==> src/rtl/irqv_pkg.sv <==
package irqv_pkg;
  localparam int N_EXT  = 8;
  localparam int N_INT  = 4;
  localparam int N_SRC  = N_EXT + N_INT;
  localparam int N_LVL  = 8;
  localparam int RANK_W = 3;
  localparam int LVL_W  = $clog2(N_LVL);
  localparam int VEC_W  = 8;
  localparam logic [VEC_W-1:0] VEC_BASE = 8'hE0;

  // level each source belongs to
  function automatic logic [LVL_W-1:0] src_level(input int idx);
    case (idx)
      0, 1:          return LVL_W'(3);
      2, 3:          return LVL_W'(4);
      4, 5, 6, 7:    return LVL_W'(5);
      8:             return LVL_W'(0);
      9:             return LVL_W'(7);
      10:            return LVL_W'(1);
      default:       return LVL_W'(2);
    endcase
  endfunction

  // vector address: base plus two bytes per source index
  function automatic logic [VEC_W-1:0] src_vec(input int idx);
    return VEC_BASE + VEC_W'(2 * idx);
  endfunction
endpackage

==> src/rtl/irqv_edge_sync.sv <==
module irqv_edge_sync
  import irqv_pkg::*;
#(
  parameter int NPIN = N_EXT
) (
  input  logic            clk,
  input  logic            rst_n,
  input  logic [NPIN-1:0] pin_i,
  input  logic [NPIN-1:0] pol_i,
  output logic [NPIN-1:0] edge_o
);
  logic [NPIN-1:0] meta_q, sync_q, last_q;

  always_ff @(posedge clk) begin
    if (!rst_n) begin
      meta_q <= '0;
      sync_q <= '0;
      last_q <= '0;
    end else begin
      meta_q <= pin_i;
      sync_q <= meta_q;
      last_q <= sync_q;
    end
  end

  for (genvar p = 0; p < NPIN; p++) begin : g_pin
    logic rise_w, fall_w;
    assign rise_w    = sync_q[p] & ~last_q[p];
    assign fall_w    = ~sync_q[p] & last_q[p];
    assign edge_o[p] = pol_i[p] ? rise_w : fall_w;

    // a reported edge matches a real transition of the synchronised pin
    a_r2_edge_real: assert property (@(posedge clk) disable iff (!rst_n)
      edge_o[p] |-> (sync_q[p] != last_q[p]));
  end
endmodule

==> src/rtl/irqv_pending.sv <==
module irqv_pending
  import irqv_pkg::*;
#(
  parameter int NS = N_SRC
) (
  input  logic          clk,
  input  logic          rst_n,
  input  logic [NS-1:0] set_i,
  input  logic [NS-1:0] clr_i,
  output logic [NS-1:0] pend_o
);
  always_ff @(posedge clk) begin
    if (!rst_n) pend_o <= '0;
    else        pend_o <= (pend_o & ~clr_i) | set_i;
  end

  // no flag appears without a set event
  a_r4_no_spont_set: assert property (@(posedge clk) disable iff (!rst_n)
    ((pend_o & ~$past(pend_o) & ~$past(set_i)) == '0));
  // no flag vanishes without a clear
  a_r4_no_spont_clr: assert property (@(posedge clk) disable iff (!rst_n)
    ((~pend_o & $past(pend_o) & ~$past(clr_i)) == '0));
endmodule

==> src/rtl/irqv_arbiter.sv <==
module irqv_arbiter
  import irqv_pkg::*;
#(
  parameter int NS = N_SRC,
  parameter int NL = N_LVL,
  parameter int RW = RANK_W
) (
  input  logic [NS-1:0]    elig_i,
  input  logic [NL*RW-1:0] rank_i,
  output logic             any_o,
  output logic [NS-1:0]    win_oh_o,
  output logic [VEC_W-1:0] win_vec_o
);
  localparam int LW = $clog2(NL);

  logic [NL-1:0] lvl_hit;
  logic [LW-1:0] best_lvl;
  logic [RW-1:0] best_rk;
  logic          found;

  for (genvar l = 0; l < NL; l++) begin : g_lvl
    logic [NS-1:0] members;
    for (genvar s = 0; s < NS; s++) begin : g_mem
      assign members[s] = (src_level(s) == LVL_W'(l));
    end
    assign lvl_hit[l] = |(elig_i & members);
  end

  // tier 1: smallest rank, ties to lower level index
  always_comb begin
    found    = 1'b0;
    best_lvl = '0;
    best_rk  = '1;
    for (int l = 0; l < NL; l++) begin
      if (lvl_hit[l] && (!found || rank_i[l*RW +: RW] < best_rk)) begin
        found    = 1'b1;
        best_lvl = LW'(l);
        best_rk  = rank_i[l*RW +: RW];
      end
    end
  end

  // tier 2: lowest source index inside the level
  always_comb begin
    win_oh_o  = '0;
    win_vec_o = '0;
    for (int s = NS - 1; s >= 0; s--) begin
      if (elig_i[s] && (src_level(s) == best_lvl)) begin
        win_oh_o  = NS'(1) << s;
        win_vec_o = src_vec(s);
      end
    end
  end

  assign any_o = found;

  always_comb begin
    // at most one winner, and only an eligible one
    a_r7_one_winner: assert ($onehot0(win_oh_o));
    a_r5_win_eligible: assert ((win_oh_o & ~elig_i) == '0);
  end
endmodule

==> src/rtl/irq_vector_ctrl.sv <==
module irq_vector_ctrl
  import irqv_pkg::*;
(
  input  logic                    clk,
  input  logic                    rst_n,
  input  logic [N_EXT-1:0]        ext_pin,
  input  logic [N_EXT-1:0]        ext_pol,
  input  logic [N_INT-1:0]        int_req,
  input  logic [N_SRC-1:0]        pend_clr,
  input  logic [N_LVL-1:0]        lvl_mask,
  input  logic [N_LVL*RANK_W-1:0] lvl_rank,
  input  logic                    gie_set,
  input  logic                    irq_ack,
  output logic                    irq_req,
  output logic [VEC_W-1:0]        irq_vec,
  output logic                    gie
);
  logic [N_EXT-1:0] ext_edge;
  logic [N_SRC-1:0] set_w, pend_w, lvl_ok, elig_w, win_oh;
  logic [VEC_W-1:0] win_vec;
  logic             win_any, arb_open;

  irqv_edge_sync #(.NPIN(N_EXT)) u_edge (
    .clk(clk), .rst_n(rst_n), .pin_i(ext_pin), .pol_i(ext_pol), .edge_o(ext_edge)
  );

  assign set_w = {int_req, ext_edge};

  irqv_pending #(.NS(N_SRC)) u_pend (
    .clk(clk), .rst_n(rst_n), .set_i(set_w), .clr_i(pend_clr), .pend_o(pend_w)
  );

  for (genvar s = 0; s < N_SRC; s++) begin : g_src
    assign lvl_ok[s] = lvl_mask[src_level(s)];
  end

  // grants only while enabled, idle and not being acknowledged
  assign arb_open = gie & ~irq_req & ~irq_ack;
  assign elig_w   = pend_w & lvl_ok & {N_SRC{arb_open}};

  irqv_arbiter #(.NS(N_SRC), .NL(N_LVL), .RW(RANK_W)) u_arb (
    .elig_i(elig_w), .rank_i(lvl_rank), .any_o(win_any),
    .win_oh_o(win_oh), .win_vec_o(win_vec)
  );

  always_ff @(posedge clk) begin
    if (!rst_n) begin
      irq_req <= 1'b0;
      irq_vec <= '0;
      gie     <= 1'b0;
    end else if (irq_ack) begin
      irq_req <= 1'b0;
      gie     <= 1'b0;
    end else begin
      if (gie_set) gie <= 1'b1;
      if (win_any) begin
        irq_req <= 1'b1;
        irq_vec <= win_vec;
      end
    end
  end

  a_r8_hold: assert property (@(posedge clk) disable iff (!rst_n)
    (irq_req && !irq_ack) |=> (irq_req && $stable(irq_vec)));
  a_r9_ack_drops: assert property (@(posedge clk) disable iff (!rst_n)
    irq_ack |=> (!irq_req && !gie));
  a_r9_grant_needs_gie: assert property (@(posedge clk) disable iff (!rst_n)
    $rose(irq_req) |-> $past(gie));
  a_r1_vec_range: assert property (@(posedge clk) disable iff (!rst_n)
    irq_req |-> (!irq_vec[0] && irq_vec >= 8'hE0 && irq_vec <= 8'hF6));
  a_r5_grant_pending: assert property (@(posedge clk) disable iff (!rst_n)
    $rose(irq_req) |-> ($past(pend_w) != '0));
endmodule

==> config.mk <==
export PLATFORM = sky130hd
export DESIGN_NAME = irq_vector_ctrl
export DESIGN_NICKNAME = d
export VERILOG_FILES = /design/src/rtl/irqv_pkg.sv /design/src/rtl/irqv_edge_sync.sv /design/src/rtl/irqv_pending.sv /design/src/rtl/irqv_arbiter.sv /design/src/rtl/irq_vector_ctrl.sv
export SDC_FILE = /design/constraint.sdc
export NUM_CORES = 1
export LEC_CHECK = 0
export ABC_CLOCK_PERIOD_IN_PS = 17400
export BUFFER_PORTS_ARGS = -buffer_cell sky130_fd_sc_hd__buf_2
export CORE_MARGIN = 2
export CORE_UTILIZATION = 55
export DETAILED_ROUTE_END_ITERATION = 12
export PLACE_DENSITY = 0.93
export SETUP_SLACK_MARGIN = 0.3
export SLEW_MARGIN = 10
export SYNTH_ARGS = -nofsm -noshare
export SYNTH_HDL_FRONTEND = slang
export SYNTH_SLANG_ARGS = --single-unit
==> constraint.sdc <==
create_clock -name clk -period 17.4 [get_ports clk]
set_input_delay 0.87 -clock clk [delete_from_list [all_inputs] [get_ports clk]]
set_output_delay 0.87 -clock clk [all_outputs]
set_load 0.05 [all_outputs]
==> results.sh <==
export IMPL_outcome="finished, final reports clean"
export IMPL_worstPathMaxFanout=7
export IMPL_async_flop_share=0
export IMPL_ys_seq_area_frac=0.338
export IMPL_crit_required_ns=17.60
export IMPL_die_width_um=72.1
export IMPL_initial_utilization=0.577
export IMPL_vias=2502
export IMPL_clkSinkCount=43
export IMPL_grt_pass1_vias=2309
export IMPL_rows=24
export IMPL_synth_top_area_frac=0.338
export IMPL_cts_max_level=2
export IMPL_setup_violations=0
export IMPL_core_um2=4410
export IMPL_dr_max_layer_used="met4"
export IMPL_wl_met1_um=2420
export IMPL_insertedDiodeCount=0
export IMPL_die_y_um=72.1
export IMPL_worstSkewPairLatency_ns=0.30
export IMPL_worst_slack_ns=8.46
export IMPL_p_leak_uw=0.00136
export IMPL_cts_made_buffers=5
export IMPL_max_slew_margin=0.622
export IMPL_multiInputGateArea_um2=1540
export IMPL_io_buffers=72
export IMPL_clk_pin_slew_ns=0.08
export IMPL_tightestPinTransition_ns=0.559
export IMPL_hold_path_class="reg2reg"
export IMPL_drv_cap=0
export IMPL_wl_um=5660
export IMPL_root_buffer="clkbuf_8"
export IMPL_report_final_slew_viol_count=0
export IMPL_end_kind="flop"
export IMPL_critPathArrivalTime_ns=9.14
export IMPL_gp_congestion=0.935
export IMPL_grt_max_degree=33
export IMPL_synth_avg_cell_area_um2=8.11
export IMPL_r2r_start="gie"
export IMPL_period_share=0.514
export IMPL_synth_cells=314
export IMPL_fin_cells=438
export IMPL_drc=0
export IMPL_post_cts_resized=0
export IMPL_ys_warn_count=0
export IMPL_cts_tree="built"
export IMPL_ys_types=62
export IMPL_yosysTopAreaCell="dfxtp_1"
export IMPL_drive_gt1_frac=0.244
export IMPL_cts_setup_buffers=0
export IMPL_wl_per_cell_um=12.9
export IMPL_cpPeakStageDelay_ns=0.51
export IMPL_clock_power_share=0.371
export IMPL_wl_met3_um=367
export IMPL_dp_cells=430
export IMPL_worst_setup_path_start_kind="input port"
export IMPL_crit_start="irq_ack"
export IMPL_power_frac_seq=0.494
export IMPL_irDropWorstVdd_mv=0.0851
export IMPL_syn_nets=389
export IMPL_holdBufCountCts=0
export IMPL_ant_nets=0
export IMPL_grt_use_total=0.226
export IMPL_p_sw_uw=50.8
export IMPL_switching_share=0.240
export IMPL_crit_top_cell="ha_1"
export IMPL_register_area_um2=861
export IMPL_synthFlopType="dfxtp_1"
export IMPL_ys_seq_elements=43
export IMPL_syn_area_um2=2550
export IMPL_route_met2_wl_um=2740
export IMPL_nFillCells=366
export IMPL_tns_ns=0
export IMPL_grt_setup_unrepaired="no"
export IMPL_antenna_found_initial=0
export IMPL_clock_skew_ns=0.00770
export IMPL_min_from="u_edge.meta_q[3]"
export IMPL_dp_slack_ns=8.26
export IMPL_grt_pass1_wl_um=9380
export IMPL_first_pass_iters=4
export IMPL_first_iter_violations=196
export IMPL_synth_area_leaders="dfxtp_1 34%, and2_1 7.9%, nor2_1 5.5%"
export IMPL_min_period_ns=8.94
export IMPL_io_pins=78
export IMPL_clock_path_buffers=2
export IMPL_crit_type="in2reg"
export IMPL_areaGrowthSynthToFinish_pct=19.5
export IMPL_slowest_stage="or3b_1"
export IMPL_finalHoldViolations=0
export IMPL_die_area_um2=5190
export IMPL_dp_hpwl_um=4540
export IMPL_synth_edff_count=0
export IMPL_viasPerCell=5.71
export IMPL_powerDensity_nw_per_um2=69.5
export IMPL_p_comb_frac=0.135
export IMPL_nets=460
export IMPL_grt_overflow_total=0
export IMPL_clock_fmax_ghz=0.112
export IMPL_p_int_uw=161
[power by group through the flow]
| stage | Combinational (µW) | Sequential [µW] | Clock [µW] |
|---|---|---|---|
| final | 28.6 | 105 | 78.6 |
| after global routing | 31.9 | 105 | 83.8 |
| after CTS | 28.6 | 104 | 80.8 |
| after detailed placement | 28.5 | 107 | 0 |
| after global placement | 27.7 | 107 | 0 |
| after floorplan | 15.5 | 108 | 0 |
[worst paths after layout]
kind                      end  slack [ns]  cells after the start
min reg2reg  u_edge.sync_q[3]        0.43                      1
max reg2reg        irq_vec[3]        8.79                     32
max                irq_vec[3]        8.46                     33
min          u_edge.sync_q[3]        0.43                      1
[sequential cells by signal (all words and copies together) (netlist names)]
signal / flops
u_pend.pend_o: 12
u_edge.last_q: 8
u_edge.meta_q: 8
u_edge.sync_q: 8
irq_vec: 5
gie: 1
irq_req: 1
[critical path, delay by kind of cell]
kind                       cells  cell delay, ns
buffers and inverters          2            0.19
muxes                          3            1.10
AOI/OAI and AO/OA             18            4.54
and+or+nand+nor                6            1.29
adders and majority gates      4            1.13
[metrics by stage]
stage | hold slack (ns) | instance area, µm² | power [µW] | util
final | 0.434 | 3050 | 212 | 0.690
after floorplan | 0.412 | 2550 | 123 | -
after global routing | 0.458 | 3050 | 221 | 0.690
after detailed placement | 0.420 | 2930 | 135 | 0.663
after CTS | 0.436 | 3050 | 214 | 0.690
after global placement | 0.413 | 2930 | 134 | 0.663
[cell usage after synthesis (3+ instances only)]
library cell	count
a211oi_1	7
a21oi_1	12
a221oi_1	4
and2_1	32
and3_1	5
buf_4	3
clkbuf_1	5
dfxtp_1	43
ha_1	7
inv_1	25
mux2i_1	3
nand2_1	29
nand2b_1	5
nand3_1	8
nor2_1	37
nor3_1	5
nor3b_1	3
o211ai_1	4
o21a_1	6
o21ai_0	11
o221ai_1	5
o22ai_1	3
[routing by layer]
layer | track usage | vias up
li1 | - | 1273
met1 | 0.271 | 1133
met2 | 0.389 | 83
met3 | 0.0486 | 13
met4 | 0.0985 | 0
met5 | 0 | -
[kinds of logic (layout without fill, tap and decap cells)]
logic type      count (synthesis)  count (layout)  synth area share
mux                             5               5            0.0206
flops                          43              43             0.338
simple gates                  138             138             0.278
compound gates                 86              86             0.270
fa+ha+maj                       7               7            0.0344
buf+inv                        34             106            0.0575
other cells                     1               1           0.00147
[placed cells by master (no fill, tap or decap), drive strengths merged, types with 4 or more instances in the layout]
| cell type | count |
|---|---|
| a221oi | 4 |
| buf | 73 |
| clkbuf | 6 |
| dfxtp | 43 |
| o221ai | 5 |
| o21a | 6 |
| o211ai | 4 |
| inv | 25 |
| nand3 | 8 |
| nor2 | 38 |
| and3 | 5 |
| ha | 7 |
| o21ai | 13 |
| o22ai | 4 |
| a21oi | 13 |
| nor3 | 6 |
| a211oi | 7 |
| nand2 | 29 |
| and2 | 32 |
| nand2b | 5 |
[layout make-up]
type                    instances  area share
clock buffers                   6      0.0271
clock inverters                 2      0.0115
multi-input cells             237       0.506
repair buffers                 73       0.121
inverters                      25      0.0308
flip-flops and latches         43       0.283
well taps                      52      0.0214
(Power assumes the default switching activity.)
